**src/rtl/lpm_pkg.sv**
```systemverilog
package lpm_pkg;

  typedef enum logic [1:0] {
    PM_RUN  = 2'd0,
    PM_WAIT = 2'd1,
    PM_STOP = 2'd2
  } pm_state_e;

endpackage

```
**src/rtl/lpm_rst_sync.sv**
```systemverilog
module lpm_rst_sync #(
  parameter int STAGES = 2
) (
  input  logic clk,
  input  logic rst_n,
  output logic rst_s_n
);

  logic [STAGES-1:0] sh_q;

  // Assert asynchronously, release after STAGES rising edges.
  always_ff @(posedge clk or negedge rst_n) begin
    if (!rst_n) sh_q <= '0;
    else        sh_q <= {sh_q[STAGES-2:0], 1'b1};
  end

  assign rst_s_n = sh_q[STAGES-1];

endmodule

```
**src/rtl/lpm_wake_qual.sv**
```systemverilog
module lpm_wake_qual #(
  parameter int N_IRQ = 4
) (
  input  logic [N_IRQ-1:0] irq_req_i,
  input  logic [N_IRQ-1:0] irq_en_i,
  input  logic [N_IRQ-1:0] irq_wact_i,
  input  logic             ext_irq_i,
  output logic             wake_wait_o,
  output logic             wake_stop_o
);

  logic [N_IRQ-1:0] hit;

  // A source may end wait only if it is pending, enabled and still clocked.
  for (genvar g = 0; g < N_IRQ; g++) begin : g_src
    assign hit[g] = irq_req_i[g] & irq_en_i[g] & irq_wact_i[g];
  end

  assign wake_wait_o = |hit;
  // With peripheral clocks off, only the external line can end stop.
  assign wake_stop_o = ext_irq_i;

endmodule

```
**src/rtl/lpm_fsm.sv**
```systemverilog
module lpm_fsm
  import lpm_pkg::*;
(
  input  logic      clk,
  input  logic      rst_n,
  input  logic      wait_op_i,
  input  logic      stop_op_i,
  input  logic      wake_wait_i,
  input  logic      wake_stop_i,
  input  logic      brk_i,
  output pm_state_e state_o,
  output logic      clr_imask_o,
  output logic      stack_start_o,
  output logic      brk_wake_o
);

  pm_state_e st_q, st_d;
  logic      clr_q, stk_q;
  logic      enter, leave;

  assign enter = (st_q == PM_RUN) && (wait_op_i || stop_op_i);
  assign leave = ((st_q == PM_WAIT) && (wake_wait_i || brk_i)) ||
                 ((st_q == PM_STOP) && (wake_stop_i || brk_i));

  always_comb begin
    st_d = st_q;
    unique case (st_q)
      PM_RUN: begin
        if (stop_op_i)      st_d = PM_STOP;
        else if (wait_op_i) st_d = PM_WAIT;
      end
      PM_WAIT: if (wake_wait_i || brk_i) st_d = PM_RUN;
      PM_STOP: if (wake_stop_i || brk_i) st_d = PM_RUN;
      default: st_d = PM_RUN;
    endcase
  end

  always_ff @(posedge clk or negedge rst_n) begin
    if (!rst_n) begin
      st_q  <= PM_RUN;
      clr_q <= 1'b0;
      stk_q <= 1'b0;
    end else begin
      st_q  <= st_d;
      clr_q <= enter;
      stk_q <= leave;
    end
  end

  assign state_o       = st_q;
  assign clr_imask_o   = clr_q;
  assign stack_start_o = stk_q;
  assign brk_wake_o    = (st_q != PM_RUN) && brk_i;

  a_r2_enter_wait: assert property (@(posedge clk) disable iff (!rst_n)
    (st_q == PM_RUN && wait_op_i && !stop_op_i) |=> (st_q == PM_WAIT && clr_q));

  a_r3_stop_first: assert property (@(posedge clk) disable iff (!rst_n)
    (st_q == PM_RUN && stop_op_i) |=> (st_q == PM_STOP && clr_q));

  a_r4_stack_next: assert property (@(posedge clk) disable iff (!rst_n)
    (st_q == PM_WAIT && wake_wait_i) |=> (stk_q && st_q == PM_RUN));

  a_r5_wait_holds: assert property (@(posedge clk) disable iff (!rst_n)
    (st_q == PM_WAIT && !wake_wait_i && !brk_i) |=> (st_q == PM_WAIT && !stk_q));

  a_r5_stop_holds: assert property (@(posedge clk) disable iff (!rst_n)
    (st_q == PM_STOP && !wake_stop_i && !brk_i) |=> (st_q == PM_STOP && !stk_q));

  a_r10_no_reentry: assert property (@(posedge clk) disable iff (!rst_n)
    (st_q != PM_RUN) |=> !clr_q);

endmodule

```
**src/rtl/lpm_brk_stat.sv**
```systemverilog
module lpm_brk_stat #(
  parameter int STAT_W   = 8,
  parameter int FLAG_BIT = 1
) (
  input  logic              clk,
  input  logic              rst_n,
  input  logic              brk_wake_i,
  input  logic              wr_i,
  input  logic              wflag_i,
  output logic [STAT_W-1:0] stat_o
);

  logic flag_q, flag_d;

  // A setting break wins over a clearing write in the same cycle.
  always_comb begin
    flag_d = flag_q;
    if (brk_wake_i)          flag_d = 1'b1;
    else if (wr_i && !wflag_i) flag_d = 1'b0;
  end

  always_ff @(posedge clk or negedge rst_n) begin
    if (!rst_n) flag_q <= 1'b0;
    else        flag_q <= flag_d;
  end

  always_comb begin
    stat_o           = '0;
    stat_o[FLAG_BIT] = flag_q;
  end

  a_r6_flag_sets: assert property (@(posedge clk) disable iff (!rst_n)
    brk_wake_i |=> stat_o[FLAG_BIT]);

  a_r7_zero_clears: assert property (@(posedge clk) disable iff (!rst_n)
    (wr_i && !wflag_i && !brk_wake_i) |=> !stat_o[FLAG_BIT]);

  a_r7_one_keeps: assert property (@(posedge clk) disable iff (!rst_n)
    (wr_i && wflag_i && !brk_wake_i) |=> $stable(stat_o[FLAG_BIT]));

endmodule

```
**src/rtl/lpm_ctrl.sv**
```systemverilog
module lpm_ctrl
  import lpm_pkg::*;
#(
  parameter int N_IRQ       = 4,
  parameter int STAT_W      = 8,
  parameter int FLAG_BIT    = 1,
  parameter int SYNC_STAGES = 2
) (
  input  logic              clk,
  input  logic              rst_n,
  input  logic              wait_op_i,
  input  logic              stop_op_i,
  input  logic [N_IRQ-1:0]  irq_req_i,
  input  logic [N_IRQ-1:0]  irq_en_i,
  input  logic [N_IRQ-1:0]  irq_wact_i,
  input  logic              ext_irq_i,
  input  logic              brk_req_i,
  input  logic              cop_dis_i,
  input  logic              stat_wr_i,
  input  logic              stat_wflag_i,
  output logic              cpu_clk_en_o,
  output logic              per_clk_en_o,
  output logic              clr_imask_o,
  output logic              stack_start_o,
  output logic              wdog_en_o,
  output logic [STAT_W-1:0] brk_stat_o
);

  logic      rst_s_n;
  logic      wake_wait, wake_stop, brk_wake;
  pm_state_e state;

  lpm_rst_sync #(.STAGES(SYNC_STAGES)) u_rst (
    .clk     (clk),
    .rst_n   (rst_n),
    .rst_s_n (rst_s_n)
  );

  lpm_wake_qual #(.N_IRQ(N_IRQ)) u_qual (
    .irq_req_i   (irq_req_i),
    .irq_en_i    (irq_en_i),
    .irq_wact_i  (irq_wact_i),
    .ext_irq_i   (ext_irq_i),
    .wake_wait_o (wake_wait),
    .wake_stop_o (wake_stop)
  );

  lpm_fsm u_fsm (
    .clk           (clk),
    .rst_n         (rst_s_n),
    .wait_op_i     (wait_op_i),
    .stop_op_i     (stop_op_i),
    .wake_wait_i   (wake_wait),
    .wake_stop_i   (wake_stop),
    .brk_i         (brk_req_i),
    .state_o       (state),
    .clr_imask_o   (clr_imask_o),
    .stack_start_o (stack_start_o),
    .brk_wake_o    (brk_wake)
  );

  lpm_brk_stat #(.STAT_W(STAT_W), .FLAG_BIT(FLAG_BIT)) u_stat (
    .clk        (clk),
    .rst_n      (rst_s_n),
    .brk_wake_i (brk_wake),
    .wr_i       (stat_wr_i),
    .wflag_i    (stat_wflag_i),
    .stat_o     (brk_stat_o)
  );

  // Clock enables decode straight from the state register (async reset -> RUN).
  assign cpu_clk_en_o = (state == PM_RUN);
  assign per_clk_en_o = (state != PM_STOP);
  assign wdog_en_o    = !cop_dis_i && (state != PM_STOP);

  a_r8_stop_halts_wdog: assert property (@(posedge clk) disable iff (!rst_s_n)
    (cpu_clk_en_o && stop_op_i) |=> !wdog_en_o);

  a_r6_run_break_inert: assert property (@(posedge clk) disable iff (!rst_s_n)
    (cpu_clk_en_o && brk_req_i && !wait_op_i && !stop_op_i) |=> (cpu_clk_en_o && !stack_start_o));

endmodule

```
**config.mk**
```make
export PLATFORM = sky130hd
export DESIGN_NAME = lpm_ctrl
export DESIGN_NICKNAME = d
export VERILOG_FILES = /design/src/rtl/lpm_pkg.sv /design/src/rtl/lpm_rst_sync.sv /design/src/rtl/lpm_wake_qual.sv /design/src/rtl/lpm_fsm.sv /design/src/rtl/lpm_brk_stat.sv /design/src/rtl/lpm_ctrl.sv
export SDC_FILE = /design/constraint.sdc
export NUM_CORES = 1
export LEC_CHECK = 0
export CAP_MARGIN = 20
export CORE_AREA = 3 3 40 42
export DETAILED_ROUTE_END_ITERATION = 8
export DIE_AREA = 0 0 43 45
export GPL_TIMING_DRIVEN = 0
export PLACE_DENSITY_LB_ADDON = 0.25
export SYNTH_ARGS = -nofsm -noshare
export SYNTH_HDL_FRONTEND = slang
export SYNTH_SLANG_ARGS = --single-unit
```
**constraint.sdc**
```tcl
create_clock -name clk -period 1.7 [get_ports clk]
set_clock_uncertainty 0.1 [all_clocks]
set_input_delay 0.34 -clock clk [delete_from_list [all_inputs] [get_ports clk]]
set_output_delay 0.34 -clock clk [all_outputs]
set_load 0.01 [all_outputs]
```
==> run_results.csv, run 1 <==
group,metric,value,unit
status,status,"finished, final reports clean",
layout,n_antenna_cell,0,
worst_setup_path,reg2reg_from,"u_fsm.state_o[1]",
synthesis,postSynthAreaPerCell,9.79,um^2
routing,drtAntennaViolNets,0,
hold_path,hold_class,"in -> async",
routing,drt_first_pass_iters,2,
die,core,1280,um^2
routing,viasPerCell,3.98,
timing,finalCritPeriodShare,0.933,
power_and_ir_drop,pwr-share-comb,0.333,
worst_setup_path,cp.required,1.26,ns
clock_tree,clk-insertion-delay-late,0.25,ns
synthesis,synthArstFlopShare,1.00,
die,rows,13,
synthesis,yosysSeqAreaShare,0.459,
layout,fin_nets,98,
routing,routed_wl,871,um
clock_tree,clk_pin_slew,0.05,ns
synthesis,syn_inst,39,
routing,routed.top_layer,"met3",
power_and_ir_drop,swShare,0.256,
routing,via_count,362,
global_routing,gr-usage-all-layers,0.100,
global_routing,gr-total-overflow,0,
worst_setup_path,cp-end-kind,"primary output",
timing,post-route-min-period,1.59,ns
clock_tree,numCtsBuffers,3,
global_routing,antenna_found_initial,0,
worst_setup_path,r2r_end,"u_fsm.stack_start_o",
worst_setup_path,rrSetupSlack,0.50,ns
die,die_h,45,um
timing,rsz0062_at_grt,"no",
clock_tree,cts_buffer_depth,2,
routing,met1Wirelength,314,um
global_routing,grt_first_pass_wirelength,1.43,mm
synthesis,ys_types,18,
layout,fin_cells,91,
placement,gp_congestion,0.657,
synthesis,yosysTopAreaCell,"dfrtp_1",
synthesis,ys_warn_count,0,
global_routing,grt_max_degree,8,
worst_setup_path,critical_path_class,"reg -> out",
die,dieArea,1940,um^2
die,die-width,43,um
clock_tree,clock-sinks,7,
routing,drt_iter0_markers,4,
global_routing,grt_pass1_vias,367,
clock_tree,root_buffer,"clkbuf_4",
synthesis,synth_commonest_cells,"buf_4 (8), dfrtp_1 (7), nand3_1 (3), nor2_1 (3)",
routing,avgRoutedWirePerCell,9.57,um
worst_setup_path,reg2regPathDepth,3,
clock_tree,post-cts-setup-buffers,0,
clock_tree,cts_tree,"done",
layout,synthToLayoutAreaGrowth,89.5,%
die,initial_core_util,0.297,
power_and_ir_drop,ir_drop,679,uV
synthesis,synth_top_area_frac,0.459,
layout,layout-drive-gt1-share,0.224,
power_and_ir_drop,power_density,729,nW/um^2
power_and_ir_drop,p_int,0.392,mW
worst_setup_path,critPathLaunchType,"register",
synthesis,syn_area,382,um^2
timing,setup_viol,0,
power_and_ir_drop,p_sw,0.135,mW
placement,portBuffers,26,
synthesis,synth.most_common_cell,"buf_4",
synthesis,synth_enable_flop_cells,0,
routing,drc,0,
routing,route.met2.wl,465,um
synthesis,synthFlopType,"dfrtp_1",
die,io-pin-count,34,
run,maxCapViolCount,0,
timing,report.final.slew_viol_count,0,
power_and_ir_drop,pwr-share-clk,0.275,
power_and_ir_drop,leakagePower,0.337,nW
worst_setup_path,path_max_fanout,7,
synthesis,synth_area_leaders,"dfrtp_1 (46%), buf_4 (16%), nand3_1 (3.9%)",
synthesis,ys_ff_latch,7,
clock_tree,htreeDepth,1,
worst_setup_path,worstPathArrival,1.15,ns
power_and_ir_drop,p_seq_frac,0.392,
placement,placed_cells,86,
timing,max_freq,630,MHz
routing,route.met3.wl,91,um
timing,hold_viol_final,0,
power_and_ir_drop,power,0.527,mW
cell families after synthesis:
logic type,synth area share
other cells,0.0197
compound gates,0.164
mux,0.0262
simple gates,0.154
flops,0.459
buf+inv,0.177
routing by layer:
metal,global-route usage,vias up
met5,0,-
met4,0.0542,0
met3,0.0438,0
met2,0.165,19
met1,0.109,154
li1,-,189
stage by stage:
stage	hold slack, ns	util	setup TNS, ns	instance area (um^2)	worst slack [ns]
6_report	0.151	0.563	0	723	0.113
4_1_cts	0.144	0.561	0	721	0.0364
2_1_floorplan	-0.0556	-	0	404	0.562
3_5_place_dp	-0.0179	0.532	-0.150	683	-0.150
3_3_place_gp	-0.0259	0.532	-0.139	683	-0.139
5_1_grt	0.138	0.563	0	723	0.0253
worst max-delay path: stages, from the launching register on:
cell,delay [ns]
dfrtp_2,0.46
nor2_2,0.16
dlygate4sd2_1,0.28
how the worst max path moves through the flow:
| stage | from | slack (ns) | endpoint | cells after the start |
|---|---|---|---|---|
| after global routing | u_fsm.state_o[0] | 0.03 | wdog_en_o | 3 |
| final | u_fsm.state_o[1] | 0.11 | cpu_clk_en_o | 2 |
| after global placement | cop_dis_i | -0.14 | wdog_en_o | 3 |
| after floorplan | u_fsm.state_o[0] | 0.56 | wdog_en_o | 2 |
| after CTS | u_stat.flag_q | 0.04 | brk_stat_o[1] | 2 |
| after detailed placement | cop_dis_i | -0.15 | wdog_en_o | 3 |
flip-flops by register name, summed over array words and instances (netlist names):
register	flops
u_fsm.state_o	2
u_rst.sh_q	2
u_fsm.clr_imask_o	1
u_fsm.stack_start_o	1
u_stat.flag_q	1
area by class of cell:
| type | count | area, um^2 |
|---|---|---|
| Fill cell | 123 | 562 |
| Multi-Input combinational cell | 28 | 164 |
| Clock buffer | 4 | 26.3 |
| Buffer | 8 | 60.1 |
| Tap cell | 15 | 18.8 |
| Inverter | 2 | 7.51 |
| Sequential cell | 7 | 178 |
| Timing Repair Buffer | 27 | 269 |
cells in the final DEF (no fill, tap or decap), drive strengths merged:
cell type	count
conb	8
dfrtp	7
o21a	2
a311oi	1
nand2b	2
o31ai	1
mux2i	1
dlymetal6s2s	1
nand3	3
and3	1
inv	2
clkbuf	4
clkdlybuf4s50	22
buf	8
a21oi	1
dlygate4sd2	3
dlygate4sd3	1
o21ai	3
nor2	3
nand3b	1
nand2	1
what timing repair did:
action | 4_1_cts | 5_1_grt
resized for setup | 6 | 1
hold buffers | 1 | 0
endpoints found under the setup margin | 3 | 1
endpoints found under the hold margin | 5 | 0
power groups by stage:
stage	Clock (mW)	Sequential [mW]	Combinational [mW]
floorplan	0	0.210	0.0755
global placement	0	0.208	0.180
detailed placement	0	0.209	0.181
CTS	0.153	0.207	0.179
global route	0.165	0.210	0.193
finish	0.145	0.207	0.176
Note: power is estimated with default switching activity, not from simulation.
==> run 2, diff against run 1 <==
--- a/config.mk
+++ b/config.mk
@@ -5,6 +5,7 @@
 export SDC_FILE = /design/constraint.sdc
 export NUM_CORES = 1
 export LEC_CHECK = 0
+export ABC_AREA = 1
 export CAP_MARGIN = 20
 export CORE_AREA = 3 3 40 42
 export DETAILED_ROUTE_END_ITERATION = 8
==> run_results.csv, run 2 <==
group,metric,value,unit
status,status,"finished, final reports clean",
synthesis,synth_xor_area_frac,0,
synthesis,synth_compound_area_frac,0.0745,
power_and_ir_drop,pwr-share-clk,0.201,
global_routing,gr-total-overflow,0,
placement,dpl_cell_area,704,um^2
synthesis,yosys-mux-area-fraction,0,
timing,max_freq,607,MHz
power_and_ir_drop,p_seq_frac,0.337,
global_routing,antenna_found_initial,0,
synthesis,synthFlopType,"dfrtp_1",
worst_setup_path,path_cells,"buf_4 > clkdlybuf4s50_1",
worst_setup_path,rrSetupSlack,0.59,ns
worst_setup_path,slowest_delay,0.46,ns
routing,drt_first_pass_iters,2,
worst_setup_path,r2r_end,"u_fsm.state_o[0]",
die,rows,13,
synthesis,yosysSeqAreaShare,0.435,
layout,layout-drive-gt1-share,0.194,
power_and_ir_drop,power_density,968,nW/um^2
clock_tree,htreeDepth,1,
die,dieArea,1940,um^2
synthesis,postSynthAreaPerCell,7.46,um^2
layout,synthToLayoutAreaGrowth,89.1,%
synthesis,ys_ff_latch,7,
die,die_h,45,um
layout,fill_cells,128,
clock_tree,root_buffer,"clkbuf_4",
synthesis,synthArstFlopShare,1.00,
synthesis,synth_top_area_frac,0.435,
clock_tree,clock-sinks,7,
routing,via_count,418,
clock_tree,clk_pin_slew,0.05,ns
hold_path,hold_class,"in -> async",
global_routing,gr-usage-all-layers,0.106,
synthesis,synth_simple_gate_area_frac,0.230,
synthesis,ys_warn_count,0,
power_and_ir_drop,p_int,0.501,mW
placement,gp_congestion,0.638,
synthesis,ys_types,13,
layout,fin_nets,115,
worst_setup_path,worstPathArrival,1.21,ns
timing,setup_viol,0,
global_routing,grt_pass1_vias,358,
layout,design_area,762,um^2
synthesis,synth_top_family_by_area,"buffers and inverters",
run,maxCapViolCount,0,
worst_setup_path,cp-end-kind,"primary output",
synthesis,synth_enable_flop_cells,0,
global_routing,grt_max_degree,6,
routing,avgRoutedWirePerCell,8.66,um
power_and_ir_drop,pwr-share-comb,0.462,
layout,multiInputGateArea,163,um^2
layout,ff_latch_area,175,um^2
placement,hpwl,775,um
worst_setup_path,critPathSlowestCell,"clkdlybuf4s50_1",
power_and_ir_drop,ir_drop,479,uV
worst_setup_path,reg2regPathDepth,6,
timing,post-route-min-period,1.65,ns
synthesis,yosysTopAreaCell,"dfrtp_1",
worst_setup_path,reg2reg_from,"u_fsm.state_o[1]",
timing,finalCritPeriodShare,0.970,
routing,drt_iter0_markers,6,
layout,final_cell_mix,"clkdlybuf4s50_1 (23), buf_4 (10), inv_1 (8), nand2_1 (8), conb_1 (8)",
routing,drc,0,
die,core,1280,um^2
placement,dp_slack,-0.142,ns
worst_setup_path,cp.required,1.26,ns
clock_tree,clk-insertion-delay-late,0.25,ns
layout,n_antenna_cell,0,
placement,portBuffers,26,
synthesis,synth_fa_ha_area_frac,0,
worst_setup_path,critical_path_class,"reg -> out",
synthesis,syn_inst,54,
worst_setup_path,critPathLaunch,"u_stat.flag_q",
die,io-pin-count,34,
die,die-width,43,um
routing,routed_wl,935,um
power_and_ir_drop,swShare,0.320,
clock_tree,cts_buffer_depth,2,
timing,hold_viol_final,0,
synthesis,synth_area_leaders,"dfrtp_1 (43%), buf_4 (15%), inv_1 (8.4%)",
timing,fin_ws,0.0513,ns
power_and_ir_drop,p_sw,0.236,mW
synthesis,synth_commonest_cells,"inv_1 (9), buf_4 (8), nand2_1 (8)",
routing,viasPerCell,3.87,
clock_tree,numCtsBuffers,3,
die,initial_core_util,0.314,
global_routing,grt_first_pass_wirelength,1.48,mm
timing,rsz0062_at_grt,"no",
routing,drtAntennaViolNets,0,
synthesis,synth.most_common_cell,"inv_1",
worst_setup_path,critPathLaunchType,"register",
worst_setup_path,path_max_fanout,2,
timing,report.final.slew_viol_count,0,
synthesis,syn_area,403,um^2
layout,final_common_cell,"clkdlybuf4s50_1",
power_and_ir_drop,leakagePower,0.391,nW
clock_tree,cts_tree,"done",
[run 2: changes by cell type after synthesis, moves of 2 or more]
cell and change:
inv_1 +7, nand2_1 +7, nand3_1 +2, nor2_1 +2
nor2_2 +2, o21a_1 -2, o21ai_1 +2
[run 2: metal layers]
metal	routed length [um]	vias up	GRT usage
li1	-	223	-
met2	467	24	0.180
met5	0	-	0
met1	332	171	0.111
met3	136	0	0.0598
met4	0	0	0.0361
[run 2: how the worst max path moves through the flow]
stage	cells past startpoint	slack, ns	endpoint
global route	4	0.01	wdog_en_o
CTS	2	0.03	brk_stat_o[1]
finish	2	0.05	brk_stat_o[1]
floorplan	3	0.60	wdog_en_o
detailed placement	3	-0.14	wdog_en_o
global placement	3	-0.11	wdog_en_o
[run 2: logic make-up after synthesis]
logic type,count (synthesis)
buffers and inverters,18
DFF,7
and+or+nand+nor,21
other,2
AOI/OAI and AO/OA,6
[run 2: what timing repair did]
item	CTS	global route
resized for setup	5	1
endpoints found under the hold margin	5	0
pin swaps	0	1
hold buffers	1	0
buffers inserted	0	2
endpoints found under the setup margin	3	2
[run 2: layout make-up]
type                       instances  area share
timing repair buffer              29       0.369
clock buffer                       4      0.0345
buffer                             8      0.0788
multi-input combinational         35       0.213
sequential                         7       0.230
inverter                          10      0.0493
tap                               15      0.0246
[run 2: power by group through the flow]
stage / Clock (mW) / Combinational (mW) / Sequential [mW]
floorplan: 0 / 0.145 / 0.250
global placement: 0 / 0.320 / 0.242
detailed placement: 0 / 0.324 / 0.243
CTS: 0.157 / 0.320 / 0.247
global route: 0.165 / 0.377 / 0.254
finish: 0.148 / 0.341 / 0.249
[run 2: critical path: cells and delay by family (launching register included)]
kind / cells / cell delay (ns)
buffers and inverters: 2 / 0.59
DFF: 1 / 0.37
[run 2: stage by stage]
step	TNS, ns	hold WS [ns]	std cells	power, mW	util
6_report	0	0.151	108	0.737	0.593
5_1_grt	0	0.141	108	0.795	0.593
4_1_cts	0	0.138	106	0.724	0.581
3_5_place_dp	-0.142	-0.0215	101	0.567	0.548
3_3_place_gp	-0.109	-0.0242	101	0.562	0.548
2_1_floorplan	0	-0.0556	60	0.395	-
